[src/rtl/serial_cfg_loader.sv]
module serial_cfg_loader #(
  parameter int CFG_BITS    = 32,
  parameter int INIT_CYCLES = 8,
  parameter int CCLK_HALF   = 2
) (
  input  logic                clk,
  input  logic                rst_n,
  input  logic [2:0]          mode,
  input  logic                reprog,
  input  logic                din,
  output logic                cclk,
  output logic                init_o,
  output logic                done_o,
  output logic [CFG_BITS-1:0] cfg_word,
  output logic                loaded
);
  localparam int BW = $clog2(CFG_BITS + 1);
  localparam int IW = $clog2(INIT_CYCLES + 1);
  localparam int DW = $clog2(CCLK_HALF + 1);

  typedef enum logic [1:0] {S_IDLE, S_INIT, S_LOAD, S_DONE} st_t;

  st_t           st;
  logic [BW-1:0] nbits;
  logic [IW-1:0] icnt;
  logic [DW-1:0] div;
  logic          cclk_q;

  wire serial_sel = (mode == 3'b000);
  wire tick       = (st == S_LOAD) && (div == DW'(CCLK_HALF - 1));
  wire rise       = tick && !cclk_q;
  wire fall       = tick && cclk_q;

  always_ff @(posedge clk or negedge rst_n) begin
    if (!rst_n) begin
      st       <= S_IDLE;
      nbits    <= '0;
      icnt     <= '0;
      div      <= '0;
      cclk_q   <= 1'b0;
      cfg_word <= '0;
    end else if (reprog) begin
      st       <= serial_sel ? S_INIT : S_IDLE;
      nbits    <= '0;
      icnt     <= '0;
      div      <= '0;
      cclk_q   <= 1'b0;
      cfg_word <= '0;
    end else begin
      case (st)
        S_IDLE: if (serial_sel) begin
          st   <= S_INIT;
          icnt <= '0;
        end
        S_INIT: if (icnt == IW'(INIT_CYCLES - 1)) begin
          st     <= S_LOAD;
          div    <= '0;
          cclk_q <= 1'b0;
        end else begin
          icnt <= icnt + 1'b1;
        end
        S_LOAD: begin
          div <= tick ? '0 : div + 1'b1;
          if (tick) cclk_q <= ~cclk_q;
          if (rise) begin
            cfg_word <= {cfg_word[CFG_BITS-2:0], din};
            nbits    <= nbits + 1'b1;
          end
          if (fall && nbits == BW'(CFG_BITS)) st <= S_DONE;
        end
        S_DONE: ;
        default: st <= S_IDLE;
      endcase
    end
  end

  assign cclk   = cclk_q;
  assign init_o = (st == S_INIT);
  assign done_o = (st == S_DONE);
  assign loaded = (st == S_DONE) && (nbits == BW'(CFG_BITS));


  cclk_gate_chk: assert property (@(posedge clk) disable iff (!rst_n)
    (st != S_LOAD) |-> !cclk_q);


  idle_hold_chk: assert property (@(posedge clk) disable iff (!rst_n)
    (st == S_IDLE && !serial_sel) |=> (st == S_IDLE && !cclk_q));


  reprog_restart_chk: assert property (@(posedge clk) disable iff (!rst_n)
    (reprog && serial_sel) |=> (init_o && nbits == '0 && !loaded && cfg_word == '0));


  done_hold_chk: assert property (@(posedge clk) disable iff (!rst_n)
    (done_o && !reprog) |=> (done_o && $stable(cfg_word)));


  bit_cap_chk: assert property (@(posedge clk) disable iff (!rst_n)
    (st == S_LOAD) |-> (nbits <= BW'(CFG_BITS)));


  init_excl_chk: assert property (@(posedge clk) disable iff (!rst_n)
    init_o |-> (!done_o && !cclk_q));
endmodule

[config.mk]
export PLATFORM = sky130hd
export DESIGN_NAME = serial_cfg_loader
export DESIGN_NICKNAME = d
export VERILOG_FILES = /design/src/rtl/serial_cfg_loader.sv
export SDC_FILE = /design/constraint.sdc
export NUM_CORES = 1
export LEC_CHECK = 0
export ABC_AREA = 1
export BUFFER_PORTS_ARGS = -buffer_cell sky130_fd_sc_hd__buf_2
export CORE_UTILIZATION = 50
export CTS_BUF_LIST = sky130_fd_sc_hd__clkbuf_4
export CTS_CLUSTER_DIAMETER = 200
export DETAILED_ROUTE_END_ITERATION = 10
export PLACE_DENSITY = 0.83
export RECOVER_POWER = 50
export REMOVE_ABC_BUFFERS = 1
export SKIP_LAST_GASP = 1
export SYNTH_ARGS = -nofsm -noshare
export SYNTH_HDL_FRONTEND = slang
export SYNTH_SLANG_ARGS = --single-unit
[constraint.sdc]
create_clock -name clk -period 1.7 [get_ports clk]
set_input_delay 0.085 -clock clk [delete_from_list [all_inputs] [get_ports clk]]
set_output_delay 0.085 -clock clk [all_outputs]
set_load 0.1 [all_outputs]
* Yosys cells after proc, flatten, opt, wreduce, memory -nomap -nowiden
Index checks and enable logic that the tools add are counted.
** Operators by class
- Bitwise gates (word level) :: 1
- Mux-type cells :: 24
- Add/sub/neg operators :: 3
- Divide/modulo/power cells :: 0
- Reductions and logical operators :: 18
- Shifts and indexed selects :: 0
- Equal/unequal tests :: 11
- Magnitude comparators :: 0
- $mul :: 0
** Operators by type and width (number)
- 32-bit 2-to-1 mux :: 3
- 6-bit 2-to-1 mux :: 3
- 2-bit 2-to-1 mux :: 7
- 4-bit 2-to-1 mux :: 3
- 3-bit != test (second input constant) :: 3
- 4-bit one-hot mux with 2 select lines :: 1
- 6-bit by 1-bit adder with 6-bit output (second input constant) :: 1
- 6-bit == test (second input constant) :: 1
- 3-bit by 2-bit != test with 1-bit output (second input constant) :: 2
- 2-bit one-hot mux with 3 select lines :: 1
- 3-bit AND reduction :: 2
- 3-bit nonzero test :: 2
- 1-bit logical AND :: 5
- 4-bit by 1-bit adder with 4-bit output (second input constant) :: 1
- 2-bit by 1-bit == test with 1-bit output (second input constant) :: 2
- 2-bit == test (second input constant) :: 2
- 4-bit by 3-bit == test with 1-bit output (second input constant) :: 1
- 1-bit 2-to-1 mux :: 4
- 2-bit one-hot mux with 2 select lines :: 1
- 2-bit AND reduction :: 2
- 4-bit AND reduction :: 1
- 2-bit nonzero test :: 2
- 4-bit nonzero test :: 1
- 3-bit zero test :: 1
- other kinds (5) :: 5
** Storage, ports and cells
- Memories :: 0
- Memory bits (writable) :: 0
- Output and inout bits :: 36
- Bits in registers :: 47
- Latch bits :: 0
- Bits in read-only memories :: 0
- Logic and storage cells :: 63
- Input port bits :: 7

* Depth between registers and ports, before layout
- Word-level depth :: 7
- Mapped depth :: 10
- Gate-level depth less buffers :: 10

* Least setup slack after synthesis
Ideal clock, no wire load.
- Path type :: reg-to-output
- From :: register st[0]
- To :: output port loaded
- Path slack :: -1897 ps
- Stages on the path, launching flop included :: 3
- Arrival :: 3512 ps
- Buffers on the path :: 0
- Required time :: 1615 ps
- Cell sequence :: dfrtp_1 ha_1 nor3b_1
** Between the ends
- Cells in the longest elaborated chain, start to end :: 2
** RTL lines
- from (decl) :: line 23 : st_t st;
- from (signal assigned) :: line 43 : st <= serial_sel ? S_INIT : S_IDLE;
- 2-bit == test
- named net done_o :: line 13 : output logic done_o,
- 1-bit logical AND :: line 80 : assign loaded = (st == S_DONE) && (nbits == BW'(CFG_BITS));
- to (decl) :: line 15 : output logic loaded
The timed path passes the listed nets, and every way through them passes these cells.

* Worst setup path in the final report
- From :: register nbits[1]
- To :: output port loaded
** Between the ends
- Cells in the longest elaborated chain, start to end :: 2
** RTL lines
- from (decl) :: line 24 : logic [BW-1:0] nbits;
- from (signal assigned) :: line 67 : nbits <= nbits + 1'b1;
- 6-bit == test :: line 80
- 1-bit logical AND :: line 80
No other way between the ends.

==> metrics <==
DP Wirelength=3230 µm; DP Worst Slack=58.7 ps; Die H=~70 µm; post-layout min period=1690 ps; vias post-DR=1952; routed len/inst=13.6 µm; first-pass GRT wire length=7800 µm; synth top area cells=dfrtp_1 (52%), nand2_1 (7.6%), inv_1 (6.6%); vias in the first global route=1800; ANT cells=0; LEAKAGE=approximately 1.4 nW; H-Tree Depth=2; ANT nets after route=0; Seq/Total Area, Yosys=between 50% and 60%; drt drc=0; Worst Path Arrival=1610 ps; GRT Util Overall=20.5%; r2r setup slk=90 ps; Commonest cells post-synth=dfrtp_1 (47), nand2_1 (46), inv_1 (40), nand3_1 (19), o21ai_0 (16); crit path max fanout=3; Layout Skew=around 11 ps; layout cell share with drive strength beyond 1=27.7%; Cell variety after synth=27; final std cells w/o fill=363; # placed instances=347; gr ovfl total=0; Worst Setup Start Kind=register; CTS buffer count=5; status=finished clean; fmax=between 0.5 and 0.6 GHz; Fillers=between 300 and 400; worst-margin pin slew=1130 ps; Yosys top cell by area=dfrtp_1; vias per cell=5.38; I/O pin cnt=43; most instantiated library cell after synthesis=dfrtp_1; Synth top area share=51.6%; final worst slack=6.04 ps; worst vdd rail ir drop=around 460 µV; CTS tree=done; Synth Register Bits=between 40 and 50; Die W=69.5 µm; EDFF count, synth=0; Layout area overhead=21.7%; Syn Inst Count=256; Mapped Area=2280 µm²; clk root buf=clkbuf_4; Worst Setup End Kind=output port; final wirelength=4950 µm; clock sink total=47; Setup Viol. Count Final=0; Slew Limit Fails=0; Async SR Flop Fraction=100%; worst-case clock buffer depth=2; Hold WC Path Type=primary input to register; maxcap violations=0; RSZ-0062 raised after global routing=yes; initial antenna violation count=0; Worst R2R Path Depth=9; Synth warnings=0; hold_sp=mode[2]; PD cells=1050 nW/µm²; placer congestion estimate=0.798; pin count of the biggest net entering global routing=48; CP Launch Point=nbits[1]; Pre-Repair DR Iteration Count=5; Die Area=4830 µm²; core box area=~4400 µm²; post-route cell area=2780 µm²; reg-to-reg critical path endpoint=nbits[0]; r2r startpoint=st[0]; Mapped Avg Cell Area=roughly 8.9 µm²; Initial Utilization=52.4%; clk_lat worst skew=roughly 380 ps; Fin. Hold Viols=0; clock transition at the registers of the reported paths=130 ps; Setup CP Type=register to output port; Final period util=about 100%; placed cell areas=about 2600 µm²; Worst EP required=around 1600 ps; port bufs=42; initial drt markers=78; Slew HR=24.4%; setup_tns=0 ps; hold depth=6; ys flop type=dfrtp_1; post-layout net count=325; row count=24; Hold EP=st[0]
==> per-layer routing <==
layer / share of wire [%] / track usage (%) / wire length (µm) / vias up
met1: 43 / 26.4 / 2150 / 955
met4: 1.7 / 9.98 / 85 / 0
met3: 4.5 / 3.63 / 221 / 7
met5: 0 / 0 / 0 / -
met2: 50 / 33.7 / 2490 / 52
li1: - / - / - / 938
==> kinds of logic after synthesis <==
kind of cell	count (synthesis)	share of synthesized area [%]
and+or+nand+nor	100	20.7
adders and majority gates	8	4.39
DFF	47	51.6
AOI/OAI and AO/OA	47	12.0
buffers and inverters	54	11.3
==> report_power, final <==
part	leakage (nW)	internal [W]	switching, W
Clock	0.0432	0.000310	0.000371
Combinational	0.698	0.000330	0.000678
Sequential	0.650	0.00118	0.0000562
==> through the flow <==
| stage | power, W | hold WS, ps | utilization (%) |
|---|---|---|---|
| detailed placement | 0.00212 | 86.1 | 58.9 |
| global placement | 0.00210 | 83.9 | 58.9 |
| floorplan | 0.00187 | -211 | - |
| global route | 0.00308 | 147 | 63.7 |
| CTS | 0.00283 | 122 | 61.8 |
| finish | 0.00292 | 128 | 63.7 |
==> worst max path at each step <==
stage	to	cells past startpoint	slack, ps
floorplan	loaded	2	-1900
global placement	st[1]	9	100
detailed placement	st[0]	9	60
CTS	loaded	6	7
global route	loaded	6	-30
finish	loaded	6	6
==> sequential cells by signal (all words and copies together), names as in the netlist <==
register  cells
nbits         6
cfg_word     32
cclk          1
icnt          4
st            2
div           2
==> final cells by class <==
class / instances / area (µm²) / area share (%)
clock buffer: 5 / 37.5 / 1.35
timing repair buffer: 57 / 359 / 12.9
clock inverter: 3 / 42.5 / 1.53
multi-input combinational: 155 / 922 / 33.2
inverter: 44 / 173 / 6.22
tap: 52 / 65.1 / 2.34
sequential: 47 / 1180 / 42.4
==> layout by cell type, fill, tap and decap left out, types with 5 or more instances in the layout <==
cell,instances
o21ai_0,16
clkbuf_2,18
nand2_1,46
buf_4,11
o22ai_1,8
dfrtp_1,47
clkbuf_4,5
nand3_1,18
nand4_1,7
o31ai_1,10
nor2_1,15
buf_2,23
inv_1,38
a21oi_1,6
==> repair_timing <==
item | CTS | global route
endpoints found under the setup margin | 1 | 32
resized for setup | 3 | 14
pin swaps | 0 | 4
hold buffers | 2 | 0
hold endpoints to repair | 48 | 0
setup buffers | 2 | 4
==> worst max-delay path, cell delays in order (launching register included) <==
cell and delay (ps):
dfrtp_1 440, inv_2 100, ha_4 140, nand3_4 80, nor3b_2 170, buf_4 140
buf_12 160
Note: power is estimated with default switching activity, not from simulation.
